===== src/rtl/brx_pkg.sv =====
package brx_pkg;
  // Kind of redirect sent back to fetch
  typedef enum logic {
    RD_TARGET  = 1'b0,
    RD_CONTROL = 1'b1
  } rd_kind_e;
endpackage


===== src/rtl/brx_slot_eval.sv =====
// Classifies one decode slot: resolvable branch, target mispredict, control mispredict.
module brx_slot_eval #(
  parameter int PC_W = 32
) (
  input  logic            valid,
  input  logic            ctrl,
  input  logic            direct,
  input  logic            uncond,
  input  logic            ptaken,
  input  logic [PC_W-1:0] ptgt,
  input  logic [PC_W-1:0] ctgt,
  output logic            resolvable,
  output logic            tgt_mis,
  output logic            ctl_mis
);
  assign resolvable = valid & ctrl & direct & uncond;
  assign tgt_mis    = resolvable & (ptgt != ctgt);
  assign ctl_mis    = valid & ptaken & ~ctrl;
endmodule


===== src/rtl/brx_pick.sv =====
// Lowest-index priority pick of the offending slot.
module brx_pick #(
  parameter int W     = 4,
  parameter int IDX_W = 2
) (
  input  logic [W-1:0]     mis,
  output logic             found,
  output logic [IDX_W-1:0] idx,
  output logic [W-1:0]     upto
);
  always_comb begin
    found = 1'b0;
    idx   = '0;
    for (int i = 0; i < W; i++) begin
      if (!found && mis[i]) begin
        found = 1'b1;
        idx   = IDX_W'(i);
      end
    end
    for (int i = 0; i < W; i++) begin
      upto[i] = !found || (IDX_W'(i) <= idx);
    end
  end
endmodule


===== src/rtl/brx_squash.sv =====
// Flags same-thread slots younger than the offender.
module brx_squash #(
  parameter int W     = 4,
  parameter int TID_W = 2,
  parameter int SEQ_W = 16
) (
  input  logic               found,
  input  logic [W-1:0]       valid,
  input  logic [W*TID_W-1:0] tid,
  input  logic [W*SEQ_W-1:0] seq,
  input  logic [TID_W-1:0]   off_tid,
  input  logic [SEQ_W-1:0]   off_seq,
  output logic [W-1:0]       sq
);
  for (genvar g = 0; g < W; g++) begin : g_sq
    assign sq[g] = found & valid[g]
                 & (tid[g*TID_W +: TID_W] == off_tid)
                 & (seq[g*SEQ_W +: SEQ_W] > off_seq);
  end
endmodule


===== src/rtl/brx_unit.sv =====
module brx_unit
  import brx_pkg::*;
#(
  parameter int W     = 4,
  parameter int TID_W = 2,
  parameter int SEQ_W = 16,
  parameter int PC_W  = 32,
  parameter int CNT_W = 16
) (
  input  logic               clk,
  input  logic               rst,
  input  logic [W-1:0]       in_valid,
  input  logic [W*TID_W-1:0] in_tid,
  input  logic [W*SEQ_W-1:0] in_seq,
  input  logic [W-1:0]       in_ctrl,
  input  logic [W-1:0]       in_direct,
  input  logic [W-1:0]       in_uncond,
  input  logic [W-1:0]       in_ptaken,
  input  logic [W*PC_W-1:0]  in_ptgt,
  input  logic [W*PC_W-1:0]  in_ctgt,
  output logic [W-1:0]       out_valid,
  output logic [W*PC_W-1:0]  out_tgt,
  output logic [W-1:0]       out_sq,
  output logic               rd_valid,
  output logic               rd_kind,
  output logic [TID_W-1:0]   rd_tid,
  output logic [SEQ_W-1:0]   rd_seq,
  output logic [PC_W-1:0]    rd_npc,
  output logic               rd_taken,
  output logic [CNT_W-1:0]   cnt_res,
  output logic [CNT_W-1:0]   cnt_bm,
  output logic [CNT_W-1:0]   cnt_cm
);
  localparam int IDX_W = (W > 1) ? $clog2(W) : 1;

  logic [W-1:0]      resolvable, tgt_mis, ctl_mis;
  logic              found;
  logic [IDX_W-1:0]  idx;
  logic [W-1:0]      upto, sq;
  logic [TID_W-1:0]  off_tid;
  logic [SEQ_W-1:0]  off_seq;
  logic [PC_W-1:0]   off_ctgt;
  rd_kind_e          off_kind;
  logic [CNT_W-1:0]  inc_res;
  logic [W-1:0]      fwd;
  logic [W*PC_W-1:0] tgt;

  for (genvar g = 0; g < W; g++) begin : g_slot
    brx_slot_eval #(.PC_W(PC_W)) u_eval (
      .valid      (in_valid[g]),
      .ctrl       (in_ctrl[g]),
      .direct     (in_direct[g]),
      .uncond     (in_uncond[g]),
      .ptaken     (in_ptaken[g]),
      .ptgt       (in_ptgt[g*PC_W +: PC_W]),
      .ctgt       (in_ctgt[g*PC_W +: PC_W]),
      .resolvable (resolvable[g]),
      .tgt_mis    (tgt_mis[g]),
      .ctl_mis    (ctl_mis[g])
    );
    assign fwd[g] = in_valid[g] & upto[g] & ~sq[g];
    assign tgt[g*PC_W +: PC_W] = (found && (idx == IDX_W'(g)))
                               ? in_ctgt[g*PC_W +: PC_W]
                               : in_ptgt[g*PC_W +: PC_W];
  end

  brx_pick #(.W(W), .IDX_W(IDX_W)) u_pick (
    .mis   (tgt_mis | ctl_mis),
    .found (found),
    .idx   (idx),
    .upto  (upto)
  );

  assign off_tid  = in_tid[idx*TID_W +: TID_W];
  assign off_seq  = in_seq[idx*SEQ_W +: SEQ_W];
  assign off_ctgt = in_ctgt[idx*PC_W +: PC_W];
  assign off_kind = ctl_mis[idx] ? RD_CONTROL : RD_TARGET;

  brx_squash #(.W(W), .TID_W(TID_W), .SEQ_W(SEQ_W)) u_squash (
    .found   (found),
    .valid   (in_valid),
    .tid     (in_tid),
    .seq     (in_seq),
    .off_tid (off_tid),
    .off_seq (off_seq),
    .sq      (sq)
  );

  always_comb begin
    inc_res = '0;
    for (int i = 0; i < W; i++) begin
      if (resolvable[i] && upto[i]) inc_res = inc_res + CNT_W'(1);
    end
  end

  always_ff @(posedge clk) begin
    if (rst) begin
      out_valid <= '0;
      out_tgt   <= '0;
      out_sq    <= '0;
      rd_valid  <= 1'b0;
      rd_kind   <= 1'b0;
      rd_tid    <= '0;
      rd_seq    <= '0;
      rd_npc    <= '0;
      rd_taken  <= 1'b0;
      cnt_res   <= '0;
      cnt_bm    <= '0;
      cnt_cm    <= '0;
    end else begin
      out_valid <= fwd;
      out_tgt   <= tgt;
      out_sq    <= sq;
      rd_valid  <= found;
      rd_kind   <= off_kind;
      rd_tid    <= off_tid;
      rd_seq    <= off_seq;
      rd_npc    <= off_ctgt;
      rd_taken  <= (off_kind == RD_TARGET);
      cnt_res   <= cnt_res + inc_res;
      if (found && off_kind == RD_TARGET)  cnt_bm <= cnt_bm + CNT_W'(1);
      if (found && off_kind == RD_CONTROL) cnt_cm <= cnt_cm + CNT_W'(1);
    end
  end
endmodule


===== config.mk =====
export PLATFORM = sky130hd
export DESIGN_NAME = brx_unit
export DESIGN_NICKNAME = d
export VERILOG_FILES = /design/src/rtl/brx_pkg.sv /design/src/rtl/brx_slot_eval.sv /design/src/rtl/brx_pick.sv /design/src/rtl/brx_squash.sv /design/src/rtl/brx_unit.sv
export SDC_FILE = /design/constraint.sdc
export NUM_CORES = 1
export LEC_CHECK = 0
export BUFFER_PORTS_ARGS = -buffer_cell sky130_fd_sc_hd__buf_2
export CAP_MARGIN = 20
export CORE_AREA = 2 2 229 231
export CTS_CLUSTER_DIAMETER = 150
export CTS_CLUSTER_SIZE = 14
export DETAILED_ROUTE_END_ITERATION = 12
export DIE_AREA = 0 0 231 233
export HOLD_SLACK_MARGIN = 0.05
export PLACE_DENSITY_LB_ADDON = 0.08
export SKIP_CTS_REPAIR_TIMING = 1
export SYNTH_ARGS = -nofsm -noshare
export SYNTH_HDL_FRONTEND = slang
export SYNTH_SLANG_ARGS = --single-unit
export TNS_END_PERCENT = 1

===== constraint.sdc =====
create_clock -name clk -period 5.5 [get_ports clk]
set_clock_uncertainty 0.15 [all_clocks]
set_input_delay 1.375 -clock clk [delete_from_list [all_inputs] [get_ports clk]]
set_output_delay 1.375 -clock clk [all_outputs]
set_load 0.01 [all_outputs]

---- Yosys cells after proc, flatten, opt, wreduce, memory -nomap -nowiden ----
Cells that the tools add are included.
word-level totals
  register bits ........................... 237
  latch bits .............................. 0
  memory bits (writable) .................. 0
  ROM bits ................................ 0
  logic and storage cells ................. 135
  memories ................................ 0
cells by class
  add/sub/neg operators ................... 6
  multiply operators ...................... 0
  divide/modulo/power cells ............... 0
  $lt $le $gt $ge ......................... 9
  eq/ne operators ......................... 11
  shift operators ......................... 3
  muxes and demuxes ....................... 18
  bitwise operators ....................... 54
  reduce and logical (&&, ||, !) cells .... 22
operators with widths
  operator                                                        count
  2-to-1 mux 32 bit                                               4
  != test 32 bit                                                  4
  variable part select 128 x 8 -> 32 bit                          1
  adder 16 x 1 -> 16 bit (second input constant)                  5
  > comparator 16 bit                                             4
  variable part select 64 x 7 -> 16 bit                           1
  2-to-1 mux 16 bit                                               3
  AND 1 bit                                                       44
  adder 16 bit                                                    1
  logical AND 1 bit                                               13
  inverter 1 bit                                                  9
  equality test 2 bit                                             4
  2-to-1 mux 1 bit                                                8
  variable part select 8 x 4 -> 2 bit                             1
  equality test 2 bit (second input constant)                     2
  less-or-equal comparator 1 x 2 -> 1 bit (first input constant)  2
  less-or-equal comparator 2 bit (first input constant)           2
  logical NOT 1 bit                                               4
  logical OR 1 bit                                                4
  2-to-1 mux 2 bit                                                2
  bitwise OR 4 bit                                                1
  < comparator 2 x 3 -> 1 bit (second input constant)             1
  binary-select mux 1 bit (select 2 bit)                          1
  equality test 2 x 1 -> 1 bit (second input constant)            1
  logical NOT 2 bit                                               1

---- Longest topological paths before layout ----
  depth after elaboration ................. 26
  mapped depth ............................ 22

---- Cells and area by module ----
Synthesis repeated with hierarchy kept, for this count alone.
unflattened totals
  cells, all modules ...................... 1,433
  area total of the unflattened synthesis .. 12,773.5 µm²
by module, submodules not included
  module         instances  cells each  area each (µm²)
  brx_unit       1          1,046       9,681.8
  brx_squash     1          193         1,575.3
  brx_slot_eval  4          46          366.6
  brx_pick       1          10          50.0

---- Worst setup path before layout ----
OpenSTA, ideal clock, no wires.
  path kind ............................... input to register
  start point ............................. input in_ctgt[16]
  end point ............................... register out_valid[0]
  library setup time ...................... 0.060 ns
  arrival time ............................ 5.628 ns
  path slack .............................. -0.337 ns
  stages on the path ...................... 18
  buffers on the path ..................... 1
  cells stage by stage .................... xor2_1 -> nor4_1 -> nand4_1 -> o21a_1 -> or4_1 -> buf_4 -> nor2_8 -> mux2_2 -> a222oi_1 -> ha_1 -> a21oi_1 -> nor2_1 -> a2111oi_0 -> nor2_1 -> a2111oi_0 -> a21oi_1 -> o21ai_0 -> o311a_1
on the way
  longest elaborated chain between the ends .. 19
  elaborated cells between the ends (all ways) .. 29
  classes of those cells .................. 2 x order compare; 2 x eq/ne; 2 x shift; 7 x mux; 8 x bitwise; 8 x reduce/logical
ends and longest elaborated chain
  element                                                       RTL line             source
  from (decl)                                                   brx_unit.sv:20       input logic [W*PC_W-1:0] in_ctgt,
  != test 32 bit (*)                                            brx_slot_eval.sv:17  assign tgt_mis = resolvable & (ptgt != ctgt);
  AND 1 bit (*)                                                 brx_slot_eval.sv:17
  bitwise OR 4 bit (*)                                          brx_unit.sv:68       .mis (tgt_mis | ctl_mis),
  2-to-1 mux 1 bit (*)                                          brx_pick.sv:15       if (!found && mis[i]) begin
  branches (longest 14 deep; another with > comparator 16 bit)  n/a
  AND 1 bit (*)                                                 brx_unit.sv:61       assign fwd[g] = in_valid[g] & upto[g] & ~sq[g];
  to (signal assigned)                                          brx_unit.sv:111      out_valid <= fwd;
  to (decl)                                                     brx_unit.sv:21       output logic [W-1:0] out_valid,
Mark *: on every way between the ends.
A chain may end at the register's enable or synchronous reset.

---- Final worst setup path ----
  start point ............................. input in_ctgt[17]
  end point ............................... register out_sq[3]
on the way
  longest elaborated chain between the ends .. 17
  elaborated cells between the ends (all ways) .. 23
  classes of those cells .................. 1 x order compare; 2 x eq/ne; 2 x shift; 7 x mux; 5 x bitwise; 6 x reduce/logical
ends and longest elaborated chain
  element                                                       RTL line             source
  != test 32 bit (*)                                            brx_slot_eval.sv:17
  AND 1 bit (*)                                                 brx_slot_eval.sv:17
  bitwise OR 4 bit (*)                                          brx_unit.sv:68
  2-to-1 mux 1 bit (*)                                          brx_pick.sv:15
  branches (longest 12 deep; another with > comparator 16 bit)  n/a
  AND 1 bit (*)                                                 brx_squash.sv:18     & (seq[g*SEQ_W +: SEQ_W] > off_seq);
  to (signal assigned)                                          brx_unit.sv:113      out_sq <= sq;
  to (decl)                                                     brx_unit.sv:23       output logic [W-1:0] out_sq,
Marked as above.

==> run metrics <==
CTS Buf Count 20; Syn. warnings 0; Syn Inst Count 1527; DR WL/cell 23.2 um; Fill cells 5430; CP Cell Sequence buf_2 > xor2_1 > nor4_2 > buf_4 > nand4_1 > o21a_2 > or4_4 > nor2_8 > buf_6 > mux2_4 > a222oi_1 > buf_4 > buf_4 > ha_4 > a21o_1 > a21o_1 > a221oi_2 > buf_4 > o21ai_1 > and3_4 > and4_1; P_sw 1610 uW; ys flop type dfxtp_1; I/O Pins 587; data arrival time of the worst path 5.91 ns; Buf/Inv on CP 6; failing checks negative setup slack; CTS Root Cell clkbuf_16; clock buffer depth 3; synth-to-layout area growth 52.8%; Port-buffer cells 586; final setup fails 5; Comb power frac 32.3%; vias in the first global route 14651; largest net degree at the start of global routing 131; initial antenna violation count 28; pwr/cell area 245 mW/mm^2; Setup TNS -0.327 ns; Final min period 5.63 ns; Row Count 83; Die ar. 0.0538 sq mm; Net Count, Synth 1951; GRT overflow 0; drt pass-1 iters 6; FF-to-FF Start cnt_bm[3]$_SDFFE_PP0P_; TritonCTS clock tree yes; FMAX 178 MHz; half-perimeter wire length after placement 57800 um; Sw Share 33.5%; Total GRT Usage 25.2%; slew margin rel. 29.3%; crit start category primary input; delay-heaviest family, CP simple AND/OR/NAND/NOR gates; Critical Path RT 5.78 ns; most numerous cell on the critical path buf_4; CTS H-tree lvls 1; kind of critical path primary input to flip-flop; CP peak stage delay 0.57 ns; die width 231 um; syn_area_per_cell 8.45 sq um; Post-Syn Area 0.0129 sq mm; highest-count cells in the layout ignoring fill and taps buf_2, buf_4, nand2_1; Slew @ Worst Pin 1.06 ns; via count 14646; Tcrit/Tclk final 102%; fin util 38.6%; clk sinks 237; Min-Delay Path Class flip-flop to flip-flop; largest fanout on the critical path 7; RSZ-0062 raised after global routing true; count of different cell masters after synthesis 63; critical path startpoint in_ctgt[17]; #FFs+latches synth 237; Tot Pwr 4820 uW; Seq pwr share 38.8%; Min Hold Slack 0.337 ns; Final nets 2803; Die Y 233 um; Seq/Total Area, Yosys 36.8%; cell-internal power 3210 uW; Starting Density 25.2%; reg2reg end cnt_bm[15]$_SDFFE_PP0P_; CP Capture Type flip-flop; Worst R2R Setup Slack 3.25 ns; leakage power figure 0.00967 uW; Residual DRC 0; routability cong. 0.885; initial DRC count 755; power share of the clock group 28.8%; Worst Setup EP out_sq[3]$_SDFF_PP0_; Final Hold Vio Count 0; critical path's slowest cell or4_4; total of max-cap violations 0; status complete, but fails checks; setup ws final -0.129 ns; clk slew on worst S/H paths 0.08 ns; vias per cell 4.77; first-pass GRT wire length 98900 um; Max Slew Vio Count 0; ratio of cells with drive above 1 in the final layout 42.5%; Core Box Area 0.0511 sq mm; Crit path depth 21; Peak VDD IR 0.185 mV; total wire length 71300 um; leading cell type in the layout, fill and taps excluded buf_2; EDFF count, synth 0; post-route ant nets 0; Async SR Flop Fraction 0%; R2R depth 8; Clk Latency, worst-skew pair 0.53 ns
==> power groups by stage <==
| stage | Combinational (uW) | Sequential (uW) | Clock, uW |
|---|---|---|---|
| 3_3_place_gp | 1480 | 1910 | 0 |
| 2_1_floorplan | 590 | 1970 | 0 |
| 4_1_cts | 1490 | 1870 | 1430 |
| 5_1_grt | 1680 | 1880 | 1490 |
| 3_5_place_dp | 1480 | 1910 | 0 |
| 6_report | 1560 | 1870 | 1390 |
==> routing by layer <==
metal  part of all wire, %  wire length [um]  vias up  track usage, %
met1                    40             28700     6913            29.2
met3                   7.3              5170      112            6.69
li1                      -                 -     7095               -
met2                    50             35400      500            45.5
met4                   2.6              1840       26            6.98
met5                  0.24               173        -               0
==> worst min-delay path, stage by stage (launching register included) <==
cell	delay (ns)
dfxtp_1	0.32
o31ai_1	0.06
a21oi_1	0.06
==> sequential cells by signal, indices dropped and copies added, names as in the netlist <==
name and flops:
cnt_bm 16, rd_valid 1, rd_npc 32, rd_seq 16
rd_kind 1, rd_tid 2, out_tgt 128, out_sq 4
out_valid 4, cnt_res 16, rd_taken 1, cnt_cm 16
==> cell families (layout without fill, tap and decap cells) <==
| kind of cell | count (synthesis) | count (layout) | share of synthesized area (%) |
|---|---|---|---|
| AOI/OAI and AO/OA | 300 | 300 | 15.8 |
| xor gates and xnor gates | 155 | 155 | 10.5 |
| adders and majority gates | 74 | 74 | 7.24 |
| buffers and inverters | 101 | 953 | 3.42 |
| DFF | 237 | 237 | 36.8 |
| muxes | 63 | 63 | 5.10 |
| other | 1 | 10 | 0.0291 |
| and+or+nand+nor | 596 | 596 | 21.1 |
==> metrics by stage <==
stage / std cells / setup WS [ns] / area [sq um]
after floorplan: 1527 / -0.0230 / 12900
after global placement: 3020 / -1.34 / 18700
after detailed placement: 3021 / -1.32 / 18700
after CTS: 3043 / -0.805 / 19200
after global routing: 3067 / -0.264 / 19700
final: 3068 / -0.129 / 19700
==> Yosys cell counts, types with 4 or more instances <==
cell,n,area share [%]
and4_1,8,0.54
nand2_1,286,8.3
o21ai_0,24,0.93
o31ai_1,4,0.23
clkbuf_1,59,1.7
buf_1,5,0.15
inv_1,17,0.49
a21o_1,17,0.99
o22ai_1,7,0.34
nor2_1,129,3.8
xnor2_1,77,5.2
a222oi_1,7,0.54
nand3_1,26,1.0
mux2i_1,41,3.2
nor2b_1,27,1.3
and3_1,20,0.97
ha_1,73,7.1
a21oi_1,130,5.0
nor4_1,25,1.2
or4_1,7,0.41
mux2_2,9,0.79
a211oi_1,7,0.41
o21a_1,4,0.23
nand4_1,46,2.2
o211ai_1,5,0.29
nor3_1,5,0.19
o22a_1,34,2.3
mux2_1,13,1.1
buf_2,11,0.43
xor2_1,78,5.3
buf_4,6,0.35
dfxtp_1,237,37
a311oi_1,32,2.2
==> worst min path at each step <==
stage,from,end,slack [ns],cells past startpoint
3_5_place_dp,cnt_cm[15]$_SDFFE_PP0P_,cnt_cm[15]$_SDFFE_PP0P_,0.33,2
2_1_floorplan,cnt_cm[15]$_SDFFE_PP0P_,cnt_cm[15]$_SDFFE_PP0P_,0.35,2
3_3_place_gp,cnt_cm[15]$_SDFFE_PP0P_,cnt_cm[15]$_SDFFE_PP0P_,0.33,2
5_1_grt,cnt_cm[15]$_SDFFE_PP0P_,cnt_cm[15]$_SDFFE_PP0P_,0.36,2
4_1_cts,cnt_cm[15]$_SDFFE_PP0P_,cnt_cm[15]$_SDFFE_PP0P_,0.34,2
6_report,cnt_cm[15]$_SDFFE_PP0P_,cnt_cm[15]$_SDFFE_PP0P_,0.34,2
==> layout make-up <==
| class | instances | area, sq um | share of cell area, % |
|---|---|---|---|
| flip-flops and latches | 237 | 4740 | 24.1 |
| well taps | 680 | 851 | 4.32 |
| multi-input cells | 1189 | 8050 | 40.9 |
| inverters | 17 | 63.8 | 0.324 |
| clock buffers | 22 | 529 | 2.69 |
| repair buffers | 914 | 5440 | 27.6 |
| diodes | 9 | 22.5 | 0.114 |
Note: power is estimated with default switching activity, not from simulation.
